## src/rtl/amu_pkg.sv

```systemverilog
package amu_pkg;

   typedef enum logic [1:0] {
      AMU_Y_B    = 2'b00,
      AMU_Y_NB   = 2'b01,
      AMU_Y_ZERO = 2'b10,
      AMU_Y_ONES = 2'b11
   } amu_ysel_e;

   localparam int AMU_SEL_W = 2;

   function automatic logic amu_pick_bit(input amu_ysel_e s, input logic b);
      case (s)
         AMU_Y_B:    amu_pick_bit = b;
         AMU_Y_NB:   amu_pick_bit = ~b;
         AMU_Y_ZERO: amu_pick_bit = 1'b0;
         default:    amu_pick_bit = 1'b1;
      endcase
   endfunction

endpackage

```

## src/rtl/amu_operand_sel.sv

```systemverilog
module amu_operand_sel
   import amu_pkg::*;
#(
   parameter int WIDTH = 8
) (
   input  logic [WIDTH-1:0]     b_word,
   input  logic [AMU_SEL_W-1:0] sel,
   output logic [WIDTH-1:0]     y_word
);

   localparam int LAST = WIDTH - 1;

   if (WIDTH < 1) begin : g_bad_width
      $error("amu_operand_sel: WIDTH must be at least 1");
   end

   amu_ysel_e sel_e;
   assign sel_e = amu_ysel_e'(sel);

   for (genvar i = 0; i <= LAST; i++) begin : g_bit
      logic y_bit;
      always_comb begin
         y_bit = amu_pick_bit(sel_e, b_word[i]);
      end
      assign y_word[i] = y_bit;
   end

   always_comb begin
      case (sel_e)
         AMU_Y_B:    assert_ysel_b_R1:    assert (y_word == b_word);
         AMU_Y_NB:   assert_ysel_nb_R1:   assert (y_word == ~b_word);
         AMU_Y_ZERO: assert_ysel_zero_R1: assert (y_word == '0);
         default:    assert_ysel_ones_R1: assert (y_word == '1);
      endcase
   end

endmodule

```

## src/rtl/amu_full_adder.sv

```systemverilog
module amu_full_adder (
   input  logic x,
   input  logic y,
   input  logic ci,
   output logic s,
   output logic co
);

   logic half;
   assign half = x ^ y;
   assign s    = half ^ ci;
   assign co   = (x & y) | (half & ci);

   always_comb begin
      assert_fa_sum_R1: assert ({co, s} == ({1'b0, x} + {1'b0, y} + {1'b0, ci}));
   end

endmodule

```

## src/rtl/amu_ripple_chain.sv

```systemverilog
module amu_ripple_chain #(
   parameter int WIDTH = 8
) (
   input  logic [WIDTH-1:0] x_word,
   input  logic [WIDTH-1:0] y_word,
   input  logic             c_first,
   output logic [WIDTH-1:0] s_word,
   output logic             c_last
);

   localparam int NCARRY = WIDTH + 1;

   if (WIDTH < 1) begin : g_bad_width
      $error("amu_ripple_chain: WIDTH must be at least 1");
   end

   logic [NCARRY-1:0] carry;
   assign carry[0] = c_first;

   for (genvar i = 0; i < WIDTH; i++) begin : g_stage
      amu_full_adder u_fa (
         .x  (x_word[i]),
         .y  (y_word[i]),
         .ci (carry[i]),
         .s  (s_word[i]),
         .co (carry[i+1])
      );
   end

   assign c_last = carry[NCARRY-1];

   always_comb begin
      assert_chain_sum_R8: assert ({c_last, s_word} ==
                                   ({1'b0, x_word} + {1'b0, y_word} + {{WIDTH{1'b0}}, c_first}));
   end

endmodule

```

## src/rtl/amu_arith_unit.sv

```systemverilog
module amu_arith_unit
   import amu_pkg::*;
#(
   parameter int WIDTH = 8
) (
   input  logic [WIDTH-1:0] a_in,
   input  logic [WIDTH-1:0] b_in,
   input  logic [1:0]       op_sel,
   input  logic             carry_in,
   output logic [WIDTH-1:0] d_out,
   output logic             carry_out
);

   localparam int EXT_W = WIDTH + 1;

   if (WIDTH < 1) begin : g_bad_width
      $error("amu_arith_unit: WIDTH must be at least 1");
   end

   logic [WIDTH-1:0] y_word;

   amu_operand_sel #(.WIDTH(WIDTH)) u_sel (
      .b_word (b_in),
      .sel    (op_sel),
      .y_word (y_word)
   );

   amu_ripple_chain #(.WIDTH(WIDTH)) u_chain (
      .x_word  (a_in),
      .y_word  (y_word),
      .c_first (carry_in),
      .s_word  (d_out),
      .c_last  (carry_out)
   );

   logic [EXT_W-1:0] a_ext, b_ext, c_ext, nb_ext;
   assign a_ext  = {1'b0, a_in};
   assign b_ext  = {1'b0, b_in};
   assign nb_ext = {1'b0, ~b_in};
   assign c_ext  = {{WIDTH{1'b0}}, carry_in};

   always_comb begin
      case (op_sel)
         2'b00: begin
            assert_add_R2: assert ({carry_out, d_out} == a_ext + b_ext + c_ext);
         end
         2'b01: begin
            if (carry_in) begin
               assert_sub_R3: assert (d_out == WIDTH'(a_in - b_in) && carry_out == (a_in >= b_in));
            end else begin
               assert_subb_R4: assert (d_out == WIDTH'(a_in - b_in - 1'b1) && carry_out == (a_in > b_in));
            end
         end
         2'b10: begin
            assert_inc_R5: assert ({carry_out, d_out} == a_ext + c_ext);
         end
         default: begin
            if (carry_in) begin
               assert_pass_R6: assert (d_out == a_in && carry_out);
            end else begin
               assert_dec_R6: assert (d_out == WIDTH'(a_in - 1'b1) && carry_out == (a_in != '0));
               if (a_in == '0) begin
                  assert_dec_zero_R7: assert (d_out == '1 && !carry_out);
               end
            end
         end
      endcase
   end

endmodule

```

## config.mk

```make
export PLATFORM = sky130hd
export DESIGN_NAME = amu_arith_unit
export DESIGN_NICKNAME = d
export VERILOG_FILES = /design/src/rtl/amu_pkg.sv /design/src/rtl/amu_operand_sel.sv /design/src/rtl/amu_full_adder.sv /design/src/rtl/amu_ripple_chain.sv /design/src/rtl/amu_arith_unit.sv
export SDC_FILE = /design/constraint.sdc
export NUM_CORES = 1
export LEC_CHECK = 0
export ABC_CLOCK_PERIOD_IN_PS = 3500
export BUFFER_PORTS_ARGS = -buffer_cell sky130_fd_sc_hd__clkbuf_2
export CAP_MARGIN = 20
export CORE_AREA = 4 4 41 43
export DETAILED_ROUTE_END_ITERATION = 7
export DIE_AREA = 0 0 45 47
export PLACE_DENSITY = 0.7
export SLEW_MARGIN = 20
export SYNTH_ARGS = -nofsm -noshare
export SYNTH_HDL_FRONTEND = slang
export SYNTH_SLANG_ARGS = --single-unit
```

## constraint.sdc

```tcl
create_clock -name vclk -period 3.5
set_input_delay 0 -clock vclk [all_inputs]
set_output_delay 0 -clock vclk [all_outputs]
set_load 0.05 [all_outputs]
```

==> run summary, run 1 <==
Status = completed
Fmax = 297 MHz
Final Hold Violating Endpoints = 0
Switching Fraction = 69.4%
Routed Antenna Nets = 0
Die ar. = 2120 µm²
Final setup fails = 0
Routability congestion estimate = 0.621
Vias per cell = 4.01
Seq. cell area = 0 µm²
WP buf/inv = 4
Pint = 66.3 µW
Antenna Cells = 0
Top delay family on crit path = adder cells
First-pass GRT wire length = 1330 µm
Initial DRC Count = 0
VDD IR max = 0.192 mV
Via count of the first global-routing pass = 337
Total power = 217 µW
Tcrit/Tclk final = 96.2%
Worst hold-check path type = in -> out
Layout cell share with drive strength beyond 1 = 58.8%
Worst Path Required = 3500 ps
Syn nets = 74
Leakage = 0.000301 µW
TNS Setup = 0 ps
Synth Cell Area = 398 µm²
GRT overflow = 0
DP HPWL = 761 µm
Initial antenna violation count = 0
WS Path Type = in -> out
DR pass1 iterations = 1
CP Max Fanout = 2
Post-cts hold buffer count = 0
RSZ-0062 raised after global routing = false
Clock share of power = 0%
Max-cap violation count = 0
Placed insts = 83
Critical Path Start Type = primary input
Synthesized netlist cell count = 47
Net load switching power = 151 µW
All-Layer GR Usage = 8.60%
Max stage delay on crit path = 420 ps
Worst path most repeated cell = fa_2
Port bufs = 28
Arr. time, crit path = 3370 ps
# nets final = 97
Wire per inst = 10.3 µm
Drc violations = 0
Row Count = 13
Worst slew pin tran = 283 ps
Final Max Slew Viols = 0
Nature of the critical path endpoint = output pin
Cell Pwr Density = 387 nW/µm²
# IOs = 28
Mean Syn Cell Area = 8.47 µm²
Core region area = 1300 µm²
Combinational Power Share = 100.0%
Area grow syn2layout = 40.9%
Largest net degree at the start of global routing = 8
Via count = 333
Tmin final = 3370 ps
Finished Layout Cells = 83
Die Y = 47 µm
Synth area leader = fa_1
Post-synth top area share = 40.3%
Sequential share of power = 0%
Synth unique cells = 7
Hold WS = 431 ps
Num sequential = 0
Die X = 45 µm
Critical-path top delay cell = fa_1
Max-slew headroom = 81.2%
Post-Route WL = 859 µm
CLK BUF = 0
Main area contributors after synthesis = fa_1, xnor2_1, buf_4
Worst-path cell chain = clkbuf_2, nand2b_4, xnor2_4, fa_2, inv_1, fa_2, fa_2, fa_2, fa_2, fa_2, fa_2, inv_2, fa_1, buf_8
Initial Util = 30.6%
Ys Warns = 0
Post-synthesis sequential area ratio = 0%
## power by group through the flow
stage | logic, µW | clock network, µW | registers, µW
after detailed placement | 200 | 0 | 0
final | 217 | 0 | 0
after floorplan | 190 | 0 | 0
after global routing | 232 | 0 | 0
after CTS | 210 | 0 | 0
after global placement | 195 | 0 | 0
## placed cells by master, fill, tap and decap left out, drive strengths merged
cell type,netlist,layout
buf,9,3
nand2b,2,2
clkbuf,0,27
fa,8,8
nor2b,6,6
xnor2,8,8
inv,14,14
## worst min-delay path, stage by stage
cell and delay [ps]:
clkbuf_2 80, fa_1 190, buf_8 150
## timing repair
item / CTS / global route
cloned: 0 / 0
setup endpoints to repair: 2 / 1
buffers inserted: 0 / 0
gates resized for setup: 7 / 7
pin swaps: 1 / 3
## stage by stage
stage	utilization [%]	area, µm²	setup WS, ps
6_report	43.1	561	134
5_1_grt	43.1	561	14.7
4_1_cts	41.0	533	-28.3
3_5_place_dp	38.9	507	-288
3_3_place_gp	38.9	507	-166
2_1_floorplan	-	398	23.2
## synth_stat cells
cell type,count
inv_1,14
nor2b_1,6
nand2b_1,2
xnor2_1,8
buf_2,1
buf_4,8
fa_1,8
## per-layer routing
metal	track usage, %	share of wire (%)	up-vias
met4	0	0	0
met5	0	0	-
met3	2.68	15	0
met1	7.91	29	150
met2	18.9	56	22
li1	-	-	161
## cell families after synthesis
group / after synthesis / share of synthesized area (%)
adder cells (fa/ha/maj): 8 / 40.3
buffers and inverters: 23 / 29.6
XOR/XNOR: 8 / 17.6
AND/OR/NAND/NOR: 8 / 12.6
## path summary, 6_finish.rpt
path | start | endpoint | slack [ps] | depth (start not counted)
worst min-delay path | a_in[7] | d_out[7] | 430 | 3
worst max-delay path | op_sel[1] | d_out[7] | 130 | 14
## area by class of cell
class	instances	area (µm²)
fillers	148	741
multi-input cells	24	324
repair buffers	30	165
inverters	14	52.6
well taps	15	18.8
(Power assumes the default switching activity.)
==> run 2: changes to the inputs <==
ABC_CLOCK_PERIOD_IN_PS = 3400   (was 3500)
PLACE_DENSITY = 0.67   (was 0.7)
clock period = 3.4 ns   (was 3.5 ns; I/O delays follow)
==> run 2 against run 1 <==
Net effect: cell count is the same; sequential share of layout area did not move; utilization fell by 0.38 points; clock-buffer cell count stayed put; via count shrank 3.0%; global-route usage fell by 1.9 points; first-iteration DRC count up 2; non-clock buffer count is the same; highest routed layer unchanged.
==> run summary, run 2 (same netlist as run 1, synthesis figures left out) <==
Status = completed
Antenna Cells = 0 (unchanged)
Die X = 45 µm (unchanged)
Most frequent cells in the layout = clkbuf_2, inv_1, xnor2_1, fa_2, nor2b_1
Final Util = 42.7% (-0.38 points)
Area grow syn2layout = 39.6%
Vias per cell = 3.89 (-3.0%)
CLK BUF = 0 (unchanged)
Placed insts = 83 (unchanged)
CP Max Fanout = 2 (unchanged)
All-Layer GR Usage = 6.69% (-1.9 points)
Max-slew headroom = 81.5% (+0.26 points)
DP HPWL = 653 µm (-14%)
Via count = 323 (-3.0%)
Initial DRC Count = 2 (+2)
Top delay family on crit path = adder cells
Num sequential = 0 (unchanged)
Fmax = 301 MHz
WS Path Type = in -> out
Row Count = 13 (unchanged)
Worst-path cell chain = buf_6, nand2b_4, xnor2_2, fa_2, inv_2, fa_2, fa_2, fa_2, fa_2, fa_2, fa_2, inv_2, fa_1, buf_8
Routability congestion estimate = 0.607 (-2.3%)
Max-cap violation count = 0 (unchanged)
Die Y = 47 µm (unchanged)
RSZ-0062 raised after global routing = true
Finished Layout Cells = 83 (unchanged)
Port bufs = 28 (unchanged)
Placed Instance Area = 517 µm² (+2.0%)
VDD IR max = 0.189 mV (-1.5%)
WP buf/inv = 4 (unchanged)
M1 wire length = 225 µm (-8.9%)
Final Max Slew Viols = 0 (unchanged)
Arr. time, crit path = 3330 ps (-40 ps)
Final setup fails = 0 (unchanged)
DR top layer = met3
First-pass GRT wire length = 1110 µm (-17%)
GRT overflow = 0 (unchanged)
# nets final = 97 (unchanged)
Setup bufs post-CTS = 0 (unchanged)
Critical-path top delay cell = fa_1
Worst path most repeated cell = fa_2
Via count of the first global-routing pass = 302 (-10%)
DR pass1 iterations = 2 (+1)
Hold path depth = 3 (unchanged)
Met2 WL = 316 µm (-34%)
Core region area = 1300 µm² (unchanged)
Initial antenna violation count = 0 (unchanged)
Max stage delay on crit path = 410 ps (about the same)
Wire per inst = 8.11 µm (-22%)
Nature of the critical path endpoint = output pin
Worst slew pin tran = 279 ps (-3.94 ps)
Worst Path Required = 3400 ps (-100 ps)
Leakage = 0.000301 µW (-0.30%)
Most common cell after layout, fill and taps aside = clkbuf_2
Die ar. = 2120 µm² (unchanged)
WHS Endpoint = d_out[7]
Seq. cell area = 0 µm² (unchanged)
Initial Util = 30.6% (unchanged)
WL met3 = 130 µm (+0.78%)
Worst hold-check path type = in -> out
Drc violations = 0 (unchanged)
Hold Startpoint = a_in[7]
Largest net degree at the start of global routing = 8 (unchanged)
Post-Route WL = 673 µm (-22%)
Final Hold Violating Endpoints = 0 (unchanged)
Cell Pwr Density = 391 nW/µm² (+1.1%)
# IOs = 28 (unchanged)
Layout Cell Area excl Fill = 556 µm² (-0.89%)
Critical Path Start Type = primary input
Fillcell total = 138 (-6.8%)
Routed Antenna Nets = 0 (unchanged)
Tmin final = 3330 ps
Tcrit/Tclk final = 97.8%
Layout cell share with drive strength beyond 1 = 60.3% (+1.5 points)
[run 2: changes by cell type in the layout (fill, tap and decap cells not counted)]
cell,change
buf_6,+1
xnor2_4,-1
xnor2_2,+1
inv_1,-1
clkbuf_2,-1
inv_2,+1
[run 2: how the worst max path moves through the flow]
stage | startpoint | endpoint | slack, ps | cells past startpoint
after global routing | op_sel[1] | d_out[7] | -60 | 14
after detailed placement | op_sel[1] | d_out[7] | -230 | 14
after CTS | op_sel[1] | d_out[7] | 8 | 14
final | op_sel[1] | d_out[7] | 70 | 14
after global placement | op_sel[1] | d_out[7] | -170 | 14
after floorplan | op_sel[0] | d_out[7] | 30 | 13
[run 2: layer usage]
layer	vias to the layer above	GRT usage (%)
met5	-	0
met2	21	13.3
met4	0	0
li1	160	-
met1	142	7.44
met3	0	1.92
[run 2: layout make-up]
| type | count | area, µm² | share of cell area, % |
|---|---|---|---|
| multi-input cells | 24 | 313 | 56.3 |
| repair buffers | 30 | 171 | 30.9 |
| inverters | 14 | 52.6 | 9.46 |
| well taps | 15 | 18.8 | 3.38 |
[run 2: where the power goes]
| group | switching [µW] | internal (µW) | total (µW) |
|---|---|---|---|
| registers | 0 | 0 | 0 |
| clock network | 0 | 0 | 0 |
| logic | 151 | 66.1 | 217 |
| total | 151 | 66.1 | 217 |
[run 2: what timing repair did]
action	CTS	global route
endpoints found under the setup margin	1	1
gates cloned	0	0
hold buffers	0	0
pin swaps	0	2
gates resized for setup	6	7
[run 2: worst min-delay path, delay by kind of cell]
kind	cells	cell delay [ps]
buffers and inverters	2	240
adder cells (fa/ha/maj)	1	190
[run 2: metrics by stage]
stage	TNS, ps	setup WS (ps)	hold WS, ps	total power, µW
2_1_floorplan	0	25.8	313	201
3_3_place_gp	-175	-175	508	203
3_5_place_dp	-226	-226	513	204
4_1_cts	0	7.75	452	214
5_1_grt	-62.0	-62.0	449	236
6_report	0	74.3	426	217
==> run 3: changes to the inputs <==
REMOVE_ABC_BUFFERS = 1   (was not set)
==> run 3 against run 2 <==
Net effect: hold slack improved by 1.4 ps; cell area grew 2.0%; sequential share of layout area unchanged; sequential cell count did not move.
==> run summary, run 3 (same netlist as run 1, synthesis figures left out) <==
Finished Layout Cells = 83 (unchanged)
Initial Util = 30.6% (unchanged)
# IOs = 28 (unchanged)
Die X = 45 µm (unchanged)
Core region area = 1300 µm² (unchanged)
Die ar. = 2120 µm² (unchanged)
Max-slew headroom = 81.2% (-0.28 points)
Via count = 324 (+0.31%)
Routed Antenna Nets = 0 (unchanged)
Post-cts hold buffer count = 0 (unchanged)
Drc violations = 0 (unchanged)
Row Count = 13 (unchanged)
Worst slew pin tran = 283 ps (+4.23 ps)
Layout cell share with drive strength beyond 1 = 60.3% (unchanged)
# nets final = 97 (unchanged)
Worst hold-check path type = in -> out
Largest net degree at the start of global routing = 8 (unchanged)
VDD IR max = 0.212 mV (+12%)
Nature of the critical path endpoint = output pin
All-Layer GR Usage = 7.17% (+0.48 points)
Initial DRC Count = 0 (-2)
Critical Path Start Type = primary input
Port bufs = 28 (unchanged)
CLK BUF = 0 (unchanged)
Wire per inst = 9.70 µm (+20%)
First-pass GRT wire length = 1180 µm (+6.2%)
Max-cap violation count = 0 (unchanged)
Tcrit/Tclk final = 98.5% (+0.72 points)
Most common cell after layout, fill and taps aside = clkbuf_2
Post-Route WL = 805 µm (+20%)
Final Max Slew Viols = 0 (unchanged)
WS Path Type = in -> out
Arr. time, crit path = 3350 ps (+20 ps)
Antenna Cells = 0 (unchanged)
Area grow syn2layout = 42.5%
Final Hold Violating Endpoints = 0 (unchanged)
DR pass1 iterations = 1 (-1)
Final setup fails = 0 (unchanged)
Initial antenna violation count = 0 (unchanged)
GRT overflow = 0 (unchanged)
Num sequential = 0 (unchanged)
DP HPWL = 693 µm (+6.1%)
RSZ-0062 raised after global routing = true
Routability congestion estimate = 0.630 (+3.8%)
Placed insts = 83 (unchanged)
Fmax = 299 MHz (-0.73%)
TNS Setup = 0 ps (unchanged)
Worst Path Required = 3400 ps (about the same)
Vias per cell = 3.90 (+0.31%)
Status = completed
Die Y = 47 µm (unchanged)
Cell Pwr Density = 392 nW/µm² (about the same)
Via count of the first global-routing pass = 320 (+6.0%)
Setup bufs post-CTS = 0 (unchanged)
CP Max Fanout = 2 (unchanged)
Tmin final = 3350 ps (+24.3 ps)
Hold WS = 427 ps (+1.36 ps)
Seq. cell area = 0 µm² (unchanged)
Most frequent cells in the layout = clkbuf_2, inv_1, xnor2_1, fa_2, nor2b_1
Leakage = 0.000302 µW (+0.58%)
## run 3: cell counts in the layout (fill, tap and decap cells not counted)
No cell type changed its count.
## run 3: repair_timing
item | 4_1_cts | 5_1_grt
cloned | 0 | 0
setup endpoints to repair | 2 | 1
pin swaps | 2 | 2
gates resized for setup | 11 | 5
## run 3: where the power goes
| part | switching (µW) | leakage (µW) | internal (µW) | total, µW |
|---|---|---|---|---|
| logic | 154 | 0.000302 | 68.2 | 222 |
| registers | 0 | 0 | 0 | 0 |
| clock network | 0 | 0 | 0 | 0 |
| total | 154 | 0.000302 | 68.2 | 222 |
## run 3: worst paths after layout
check | start | endpoint | slack (ps) | cells past startpoint
worst max-delay path | op_sel[1] | d_out[7] | 50 | 14
worst min-delay path | a_in[7] | d_out[7] | 430 | 3
## run 3: metal layers
| layer | GRT usage (%) | up-vias | share of wire, % |
|---|---|---|---|
| li1 | - | 160 | - |
| met1 | 9.53 | 142 | 35 |
| met2 | 12.4 | 22 | 52 |
| met3 | 1.92 | 0 | 13 |
| met4 | 0 | 0 | 0 |
| met5 | 0 | - | 0 |
## run 3: worst max-delay path: stages
cell and delay, ps:
buf_6 90, nand2b_4 150, xnor2_4 150, fa_2 220, inv_2 40, fa_2 330
fa_2 340, fa_2 340, fa_2 340, fa_2 350, fa_2 340, inv_2 60
fa_1 410, buf_8 170
## run 3: metrics by stage
step	util, %	worst slack (ps)	area [µm²]	power (µW)
finish	43.6	50.0	567	222
global route	43.6	-55.1	567	240
CTS	42.1	11.3	548	217
detailed placement	38.9	-291	507	203
global placement	38.9	-249	507	201
floorplan	-	-27.5	333	159
## run 3: cell type report
cell class                 instances  area, µm²
timing repair buffer              30        171
fill                             152        734
inverter                          14       52.6
tap                               15       18.8
multi-input combinational         24        324
